===== src/rtl/div_pkg.sv =====
package div_pkg;

  typedef enum logic [1:0] {
    ST_IDLE = 2'd0,
    ST_RUN  = 2'd1,
    ST_FIX  = 2'd2,
    ST_OUT  = 2'd3
  } dstate_t;

  localparam logic MODE_RESTORE    = 1'b0;
  localparam logic MODE_NONRESTORE = 1'b1;

endpackage


===== src/rtl/div_addsub.sv =====
module div_addsub #(
  parameter int W = 5
) (
  input  logic [W-1:0] opa,
  input  logic [W-1:0] opb,
  input  logic         sub,
  output logic [W-1:0] res
);

  logic [W-1:0] opb_x;

  // Subtraction is done as addition of the ones-complement plus carry-in.
  always_comb begin
    opb_x = opb ^ {W{sub}};
    res   = opa + opb_x + {{(W-1){1'b0}}, sub};
  end

endmodule


===== src/rtl/div_aq_reg.sv =====
module div_aq_reg #(
  parameter int N = 4
) (
  input  logic         clk,
  input  logic         rst,
  input  logic         ld,
  input  logic [N:0]   a_in,
  input  logic [N-1:0] q_in,
  output logic [N:0]   a_out,
  output logic [N-1:0] q_out
);

  always_ff @(posedge clk) begin
    if (rst) begin
      a_out <= '0;
      q_out <= '0;
    end else if (ld) begin
      a_out <= a_in;
      q_out <= q_in;
    end
  end

endmodule


===== src/rtl/div_ctrl.sv =====
module div_ctrl
  import div_pkg::*;
#(
  parameter int N = 4
) (
  input  logic    clk,
  input  logic    rst,
  input  logic    start,
  input  logic    mode,
  input  logic    dz,
  output dstate_t st,
  output logic    acc,
  output logic    zhit,
  output logic    nr_mode
);

  localparam int CW = $clog2(N + 1);
  localparam logic [CW-1:0] LAST = CW'(N - 1);

  logic [CW-1:0] cnt;

  always_comb begin
    acc  = (st == ST_IDLE) && start && !dz;
    zhit = (st == ST_IDLE) && start && dz;
  end

  always_ff @(posedge clk) begin
    if (rst) begin
      st      <= ST_IDLE;
      cnt     <= '0;
      nr_mode <= MODE_RESTORE;
    end else begin
      case (st)
        ST_IDLE: begin
          if (acc) begin
            st      <= ST_RUN;
            cnt     <= '0;
            nr_mode <= mode;
          end
        end
        ST_RUN: begin
          cnt <= cnt + 1'b1;
          if (cnt == LAST) st <= nr_mode ? ST_FIX : ST_OUT;
        end
        ST_FIX:  st <= ST_OUT;
        default: st <= ST_IDLE;
      endcase
    end
  end

  // iteration counter never passes the loop count
  a_r2_cnt_bound: assert property (@(posedge clk) disable iff (rst)
    (st == ST_RUN) |-> (cnt < CW'(N)));

  // correction state is reached only in non-restoring mode
  a_r3_fix_only_nr: assert property (@(posedge clk) disable iff (rst)
    (st == ST_FIX) |-> (nr_mode == MODE_NONRESTORE));

  // a running operation keeps its mode
  a_r7_mode_kept: assert property (@(posedge clk) disable iff (rst)
    (st != ST_IDLE) |=> $stable(nr_mode));

endmodule


===== src/rtl/seq_divider.sv =====
module seq_divider
  import div_pkg::*;
#(
  parameter int N = 4
) (
  input  logic           clk,
  input  logic           rst,
  input  logic           start,
  input  logic           mode,
  input  logic [2*N-1:0] dividend,
  input  logic [N-1:0]   divisor,
  output logic           busy,
  output logic           done,
  output logic [N-1:0]   quotient,
  output logic [N-1:0]   remainder,
  output logic           div_by_zero
);

  localparam int AW = N + 1;

  dstate_t       st;
  logic          acc, zhit, nr, dz;
  logic [N-1:0]  d_r;
  logic [AW-1:0] a, a_sh, opa, opb, sum, a_in;
  logic [N-1:0]  q, q_in;
  logic          sub, aq_ld;

  assign dz = (divisor == '0);

  div_ctrl #(.N(N)) ctrl_i (
    .clk(clk), .rst(rst), .start(start), .mode(mode), .dz(dz),
    .st(st), .acc(acc), .zhit(zhit), .nr_mode(nr)
  );

  div_aq_reg #(.N(N)) aq_i (
    .clk(clk), .rst(rst), .ld(aq_ld), .a_in(a_in), .q_in(q_in),
    .a_out(a), .q_out(q)
  );

  div_addsub #(.W(AW)) alu_i (
    .opa(opa), .opb(opb), .sub(sub), .res(sum)
  );

  // Divisor capture
  always_ff @(posedge clk) begin
    if (rst)      d_r <= '0;
    else if (acc) d_r <= divisor;
  end

  // Operand selection for the shared adder
  always_comb begin
    a_sh = {a[N-1:0], q[N-1]};
    opb  = {1'b0, d_r};
    if (st == ST_FIX) begin
      opa = a;
      sub = 1'b0;
    end else begin
      opa = a_sh;
      sub = nr ? ~a[N] : 1'b1;
    end
  end

  // Next A:Q value
  always_comb begin
    aq_ld = 1'b0;
    a_in  = a;
    q_in  = q;
    if (acc) begin
      aq_ld = 1'b1;
      a_in  = {1'b0, dividend[2*N-1:N]};
      q_in  = dividend[N-1:0];
    end else begin
      case (st)
        ST_RUN: begin
          aq_ld = 1'b1;
          a_in  = (!nr && sum[N]) ? a_sh : sum;
          q_in  = {q[N-2:0], ~sum[N]};
        end
        ST_FIX: begin
          aq_ld = a[N];
          a_in  = sum;
        end
        default: ;
      endcase
    end
  end

  // Registered result outputs
  always_ff @(posedge clk) begin
    if (rst) begin
      done        <= 1'b0;
      quotient    <= '0;
      remainder   <= '0;
      div_by_zero <= 1'b0;
    end else begin
      done <= 1'b0;
      if (zhit) begin
        done        <= 1'b1;
        quotient    <= '1;
        remainder   <= dividend[N-1:0];
        div_by_zero <= 1'b1;
      end else if (st == ST_OUT) begin
        done        <= 1'b1;
        quotient    <= q;
        remainder   <= a[N-1:0];
        div_by_zero <= 1'b0;
      end
    end
  end

  assign busy = (st != ST_IDLE);

  // reset clears all outputs
  a_r1_reset_clear: assert property (@(posedge clk)
    rst |=> (!busy && !done && !div_by_zero && quotient == '0 && remainder == '0));

  // a restoring step never leaves a negative partial remainder
  a_r4_restore_nonneg: assert property (@(posedge clk) disable iff (rst)
    (st == ST_RUN && !nr) |=> !a[N]);

  // after the correction cycle the partial remainder is non-negative
  a_r5_fix_nonneg: assert property (@(posedge clk) disable iff (rst)
    (st == ST_OUT && nr) |-> !a[N]);

  // zero divisor finishes in one cycle without going busy
  a_r6_zero_fast: assert property (@(posedge clk) disable iff (rst)
    zhit |=> (done && !busy && div_by_zero && quotient == '1));

  // captured divisor is untouched while busy
  a_r7_div_hold: assert property (@(posedge clk) disable iff (rst)
    busy |=> $stable(d_r));

  // results move only together with done
  a_r8_hold: assert property (@(posedge clk) disable iff (rst)
    !done |-> ($stable(quotient) && $stable(remainder) && $stable(div_by_zero)));

  // normal completion clears the zero flag
  a_r9_flag_clear: assert property (@(posedge clk) disable iff (rst)
    (st == ST_OUT) |=> (done && !div_by_zero));

endmodule


===== config.mk =====
export PLATFORM = sky130hd
export DESIGN_NAME = seq_divider
export DESIGN_NICKNAME = d
export VERILOG_FILES = /design/src/rtl/div_pkg.sv /design/src/rtl/div_addsub.sv /design/src/rtl/div_aq_reg.sv /design/src/rtl/div_ctrl.sv /design/src/rtl/seq_divider.sv
export SDC_FILE = /design/constraint.sdc
export NUM_CORES = 1
export LEC_CHECK = 0
export ABC_AREA = 0
export ABC_CLOCK_PERIOD_IN_PS = 9000
export BUFFER_PORTS_ARGS = -buffer_cell sky130_fd_sc_hd__buf_4
export CAP_MARGIN = 20
export CELL_PAD_IN_SITES_DETAIL_PLACEMENT = 0
export CELL_PAD_IN_SITES_GLOBAL_PLACEMENT = 1
export CORE_MARGIN = 4
export CORE_UTILIZATION = 45
export CTS_CLUSTER_DIAMETER = 150
export DETAILED_ROUTE_END_ITERATION = 8
export PLACE_DENSITY_LB_ADDON = 0.1
export SLEW_MARGIN = 20
export SYNTH_ARGS = -nofsm -noshare
export SYNTH_HDL_FRONTEND = slang
export SYNTH_SLANG_ARGS = --single-unit

===== constraint.sdc =====
create_clock -name clk -period 9 [get_ports clk]
set_input_delay 0.9 -clock clk [delete_from_list [all_inputs] [get_ports clk]]
set_output_delay 0.9 -clock clk [all_outputs]
set_load 0.02 [all_outputs]

==> run metrics, run 1 <==
status=completed; Post-Synthesis Cells=203; Setup crit end kind=flop; vias in the first global route=1563; sw frac=41.20%; CTS tree=yes; via count=1507; clk buf depth=2; Inserted Clock Buffers=5; DP HPWL=3013 um; I/O pins=27; Seq/Total Area, Yosys=33.72%; setup repair after global routing missed its margin=no; Max VDD drop=0.0001038 V; Final Wtd Congestion=0.7860; row cnt=22; FMAX=0.3298 GHz; fin. max-slew vios=0; Die H=69.86 um; die footprint=4880 um^2; total power=0.6332 mW; Int Pwr=0.3723 mW; CTS Sinks=29; Sw Pwr=0.2609 mW; Starting Density=46.68%; hold path depth=2; area leader, netlist=dfxtp_1; Required @ worst endpoint=9.17 ns; Area contributors post-synth=dfxtp_1, ha_1, mux2i_1; power per standard cell area=312.2 nW/um^2; Synth Flop Type=dfxtp_1; global-route wire length before repair=7017 um; Worst Path Buf+Inv=1; DR iter-0 viols=71; warnings from Yosys=0; leading cell type in the layout, fill and taps excluded=dfxtp_1; root buffer cell=clkbuf_8; Slew @ Worst Pin=0.7880 ns; area share of the largest cell type after synthesis=33.72%; PostCTS Resize Cnt=0; Worst Path Arrival=3.20 ns; die width=69.86 um; CP Launch Type=flop; cell area after synthesis=1722 um^2; Antenna diodes=0; synth unique cells=45; family with the most delay on the worst path=adder cells; Pleak=0.7784 nW; Synth Register Bits=29; vias per cell=5.581; final-report hold violation count=0; htree depth=2; EDFF count, synth=0; CP startpoint=ctrl_i.st[0]; Mean Syn Cell Area=8.481 um^2; final WL=4081 um; Clock Power Share=21.7%; Synth Net Count=229; Final period util=33.69%; Critical R2R Capture=aq_i.a_out[4]; CP Class=flop to flop; Core Area=3689 um^2; Max stage delay on crit path=0.50 ns; Slowest-stage cell, CP=ha_1; WHS Endpoint=div_by_zero; most frequent cells in the layout=dfxtp_1, buf_4, nor2_1; Post-DRT Antenna Nets=0; FF-to-FF setup slack=5.97 ns; Seq pwr share=27.9%; worst hold path type=flop to flop; Clock Latency Late Sink=0.28 ns; wire per inst=15.11 um; Worst Path Max Fanout=16; final global-route overflow total=0; Fin Hold WS=0.4573 ns; area delta synth->final=17.81%; all-layer global routing usage=17.57%; initial antenna violation count=0; CTS hold repair buffers=0; nets=247; postcts setup bufs=0; CTS clock-pin slew for the worst setup and hold paths=0.07 ns; Async S/R FF share, synth=0%; Comb power frac=50.3%; Max Cap Violations=0; largest net degree at the start of global routing=31; cell count of the worst reg-to-reg path=10; DR pass1 iterations=4; share of layout cells above drive strength 1=21.17%; Residual DRC=0; # setup viols final=0; Clock Skew=0.01214 ns; buffers added on ports=26; Relative slew margins=47.27%; min Tclk post-route=3.032 ns; Hold Crit Start=div_by_zero; setup tns final=0 ns; Fill cells=362; crit path cell chain=inv_1, ha_1, mux2_2, a21o_1, fa_1, nand3_2, and2_1, and4_1, a21oi_1, a2111oi_0; worst r2r src=ctrl_i.st[0]
==> Yosys cell counts, types with 2 or more instances <==
master	number
dfxtp_1	29
nor2_1	19
a21oi_1	17
nand2_1	17
inv_1	11
mux2i_1	10
ha_1	9
clkbuf_1	8
a211oi_1	7
nand3_1	7
buf_2	6
xor2_1	6
a311oi_1	4
a32oi_1	4
mux2_2	4
nor3_1	4
o21ai_0	4
a2111oi_0	2
a31oi_1	2
and2_1	2
nor4_1	2
o21a_1	2
o22ai_1	2
or2_2	2
or3_1	2
xnor2_1	2
==> layer usage <==
metal / share of wire [%] / track usage, % / routed length (um)
met4: 1.4 / 8.085 / 56
met2: 50 / 29.17 / 2021
met3: 2.5 / 3.741 / 102
met1: 47 / 21.64 / 1900
met5: 0 / 0 / 0
==> stage by stage <==
step	setup slack [ns]	cells	area, um^2	util [%]
after detailed placement	5.947	262	1912	51.83
final	5.968	270	2028	54.99
after CTS	5.931	270	2028	54.99
after floorplan	6.143	203	1722	-
after global routing	5.680	270	2028	54.99
after global placement	6.064	262	1912	51.83
==> sequential cells by signal (all words and copies together) (netlist names) <==
register	cells
ctrl_i.cnt	3
done	1
quotient	4
aq_i.q_out	4
ctrl_i.nr_mode	1
aq_i.a_out	5
div_by_zero	1
d_r	4
remainder	4
ctrl_i.st	2
==> worst max-delay path by stage <==
stage | cells after the start | to | slack [ns]
floorplan | 11 | aq_i.a_out[2] | 6.14
global placement | 10 | aq_i.a_out[2] | 6.06
detailed placement | 10 | aq_i.a_out[4] | 5.95
CTS | 10 | aq_i.a_out[4] | 5.93
global route | 10 | aq_i.a_out[2] | 5.68
finish | 10 | aq_i.a_out[4] | 5.97
==> logic make-up (layout without fill, tap and decap cells) <==
| logic type | count (synthesis) | after routing | synth area share [%] |
|---|---|---|---|
| DFF | 29 | 29 | 33.72 |
| adders and majority gates | 10 | 10 | 7.704 |
| xor gates and xnor gates | 8 | 8 | 4.070 |
| AOI/OAI and AO/OA | 54 | 54 | 22.60 |
| muxes | 14 | 14 | 8.430 |
| and+or+nand+nor | 61 | 61 | 17.08 |
| buffers and inverters | 27 | 46 | 6.395 |
==> final cells by class <==
class / instances / area, um^2 / area share, %
repair buffers: 26 / 195.2 / 9.624
multi-input cells: 147 / 1031 / 50.83
clock inverters: 1 / 30.03 / 1.481
well taps: 48 / 60.06 / 2.961
flip-flops and latches: 29 / 580.6 / 28.62
inverters: 12 / 45.04 / 2.221
clock buffers: 7 / 86.33 / 4.257
==> worst reg2reg max path, delay by kind of cell (launching register included) <==
| kind | cells | cell delay, ns |
|---|---|---|
| adders and majority gates | 2 | 0.91 |
| AOI/OAI and AO/OA | 3 | 0.57 |
| and+or+nand+nor | 3 | 0.59 |
| DFF | 1 | 0.33 |
| buffers and inverters | 1 | 0.09 |
| muxes | 1 | 0.44 |
==> power groups by stage <==
stage          Clock [mW]  Sequential (mW)  Combinational (mW)
2_1_floorplan           0            0.170               0.264
3_3_place_gp            0            0.179               0.308
3_5_place_dp            0            0.180               0.318
4_1_cts             0.142            0.177               0.320
5_1_grt             0.148            0.181               0.359
6_report            0.138            0.177               0.319
No activity file was read; power rests on OpenSTA's default activity.
==> inputs of run 2 (changes only) <==
--- a/config.mk
+++ b/config.mk
@@ -6,13 +6,13 @@
 export NUM_CORES = 1
 export LEC_CHECK = 0
 export ABC_AREA = 0
-export ABC_CLOCK_PERIOD_IN_PS = 9000
+export ABC_CLOCK_PERIOD_IN_PS = 3070
 export BUFFER_PORTS_ARGS = -buffer_cell sky130_fd_sc_hd__buf_4
 export CAP_MARGIN = 20
 export CELL_PAD_IN_SITES_DETAIL_PLACEMENT = 0
 export CELL_PAD_IN_SITES_GLOBAL_PLACEMENT = 1
 export CORE_MARGIN = 4
-export CORE_UTILIZATION = 45
+export CORE_UTILIZATION = 42
 export CTS_CLUSTER_DIAMETER = 150
 export DETAILED_ROUTE_END_ITERATION = 8
 export PLACE_DENSITY_LB_ADDON = 0.1
==> constraint.sdc (replaced) <==
create_clock -name clk -period 3.07 [get_ports clk]
set_input_delay 0.307 -clock clk [delete_from_list [all_inputs] [get_ports clk]]
set_output_delay 0.307 -clock clk [all_outputs]
set_load 0.02 [all_outputs]
==> run 2 against run 1 <==
Against the previous run:
- sequential power grew to 2.9 times the previous value
- sequential share of layout area barely moved
- routed wire length increased by 4.6%
- design area about the same
- setup slack worse by 5.7 ns
- count of clock-buffer cells in the layout stayed put
- critical endpoint unchanged
- largest cell class unchanged
- largest power group unchanged
- highest routed layer unchanged
==> run metrics, run 2 (synthesis results as in run 1) <==
postcts setup bufs=0; worst r2r src=ctrl_i.st[0]; Die H=72.03 um; area delta synth->final=17.73%; die footprint=5188 um^2; CP startpoint=ctrl_i.st[0]; Antenna diodes=0; Worst Path Max Fanout=6; via count=1566; sw frac=43.36%; Sw Pwr=0.7801 mW; Core Area=3971 um^2; largest net degree at the start of global routing=31; wire per inst=15.58 um; Post-DRT Antenna Nets=0; final-report hold violation count=0; top layer in use=met4; I/O pins=27; DR iter-0 viols=88; FMAX=0.3510 GHz; Required @ worst endpoint=3.24 ns; nets=250; setup slack after placement=0.1947 ns; Worst Path Arrival=3.02 ns; final WL=4270 um; CTS Sinks=29; Int Pwr=1.019 mW; share of layout cells above drive strength 1=22.32%; Setup WS post-layout=0.2211 ns; all-layer global routing usage=17.29%; Fin Hold WS=0.2509 ns; Clock Power Share=17.6%; Final period util=92.80%; CTS clock-pin slew for the worst setup and hold paths=0.07 ns; Clock Latency Late Sink=0.28 ns; clk buf depth=2; row cnt=23; setup repair after global routing missed its margin=no; Final Wtd Congestion=0.7487; min Tclk post-route=2.849 ns; Clock Skew=0.01315 ns; Critical R2R Capture=aq_i.a_out[4]; DP HPWL=3078 um; vias per cell=5.715; Relative slew margins=58.59%; Inserted Clock Buffers=5; Largest Register=aq_i.a_out; # setup viols final=0; max reg flops=5; CP Class=flop to flop; initial antenna violation count=0; fin. max-slew vios=0; vias in the first global route=1451; Max Cap Violations=0; power per standard cell area=887.6 nW/um^2; htree depth=2; root buffer cell=clkbuf_8; Residual DRC=0; buffers added on ports=26; met1 WL=1945 um; Slew @ Worst Pin=0.6212 ns; CP Launch Type=flop; worst hold path type=primary input to flop; setup tns final=0 ns; Setup crit end kind=flop; Pleak=0.7807 nW; Worst Setup EP=aq_i.a_out[4]; FF-to-FF setup slack=0.22 ns; CTS tree=yes; die width=72.03 um; met3 WL=181 um; Max VDD drop=0.0003132 V; most frequent cells in the layout=dfxtp_1, buf_4, nor2_1; final global-route overflow total=0; Seq pwr share=29.0%; Starting Density=43.35%; DR pass1 iterations=4; Comb power frac=53.4%; Met2 Routed Length=2116 um; cell count of the worst reg-to-reg path=10; status=completed; global-route wire length before repair=7051 um
## run 2: power groups by stage
stage	sequential, mW	clock (mW)	combinational [mW]
after global routing	0.532	0.346	1.06
after floorplan	0.498	0	0.773
after detailed placement	0.529	0	0.952
after global placement	0.526	0	0.930
after CTS	0.522	0.325	0.957
final	0.522	0.316	0.960
## run 2: repair_timing
item | CTS | global route
hold buffers | 0 | 0
endpoints found under the setup margin | 0 | 1
resized for setup | 0 | 1
## run 2: routing by layer
| metal | global-route usage, % | vias up |
|---|---|---|
| met4 | 3.132 | 0 |
| met2 | 28.06 | 37 |
| met1 | 23.63 | 751 |
| met3 | 4.155 | 5 |
| li1 | - | 773 |
| met5 | 0 | - |
## run 2: per-stage QoR
step           total power, mW  instance area, um^2  utilization, %  instances
4_1_cts                  1.804                 2023           50.95        274
6_report                 1.799                 2027           51.04        274
2_1_floorplan            1.271                 1722               -        203
5_1_grt                  1.942                 2027           51.04        274
3_5_place_dp             1.481                 1937           48.77        267
3_3_place_gp             1.457                 1937           48.77        267
## run 2: worst min-delay path by stage
| stage | startpoint | cells after the start | endpoint | slack, ns |
|---|---|---|---|---|
| 6_report | dividend[5] | 3 | aq_i.a_out[1] | 0.25 |
| 5_1_grt | dividend[4] | 3 | aq_i.a_out[0] | 0.27 |
| 4_1_cts | dividend[5] | 3 | aq_i.a_out[1] | 0.25 |
| 3_5_place_dp | ctrl_i.cnt[0] | 2 | ctrl_i.cnt[0] | 0.46 |
| 3_3_place_gp | div_by_zero | 2 | div_by_zero | 0.45 |
| 2_1_floorplan | divisor[0] | 2 | d_r[0] | 0.44 |
## run 2: worst max-delay path: stages, from the launching register on
cell and delay [ns]:
dfxtp_1 0.34, inv_1 0.08, ha_1 0.29, mux2_2 0.41, a21o_1 0.20, fa_1 0.42, nand3_2 0.12, and2_1 0.27
and4_1 0.22, a21oi_1 0.05, a2111oi_0 0.34
## run 2: area by class of cell
cell class                 instances  area (um^2)
multi-input combinational        147         1035
tap                               50        62.56
clock buffer                       7        86.33
inverter                          12        45.04
timing repair buffer              29        217.7
sequential                        29        580.6
fill                             392         1944
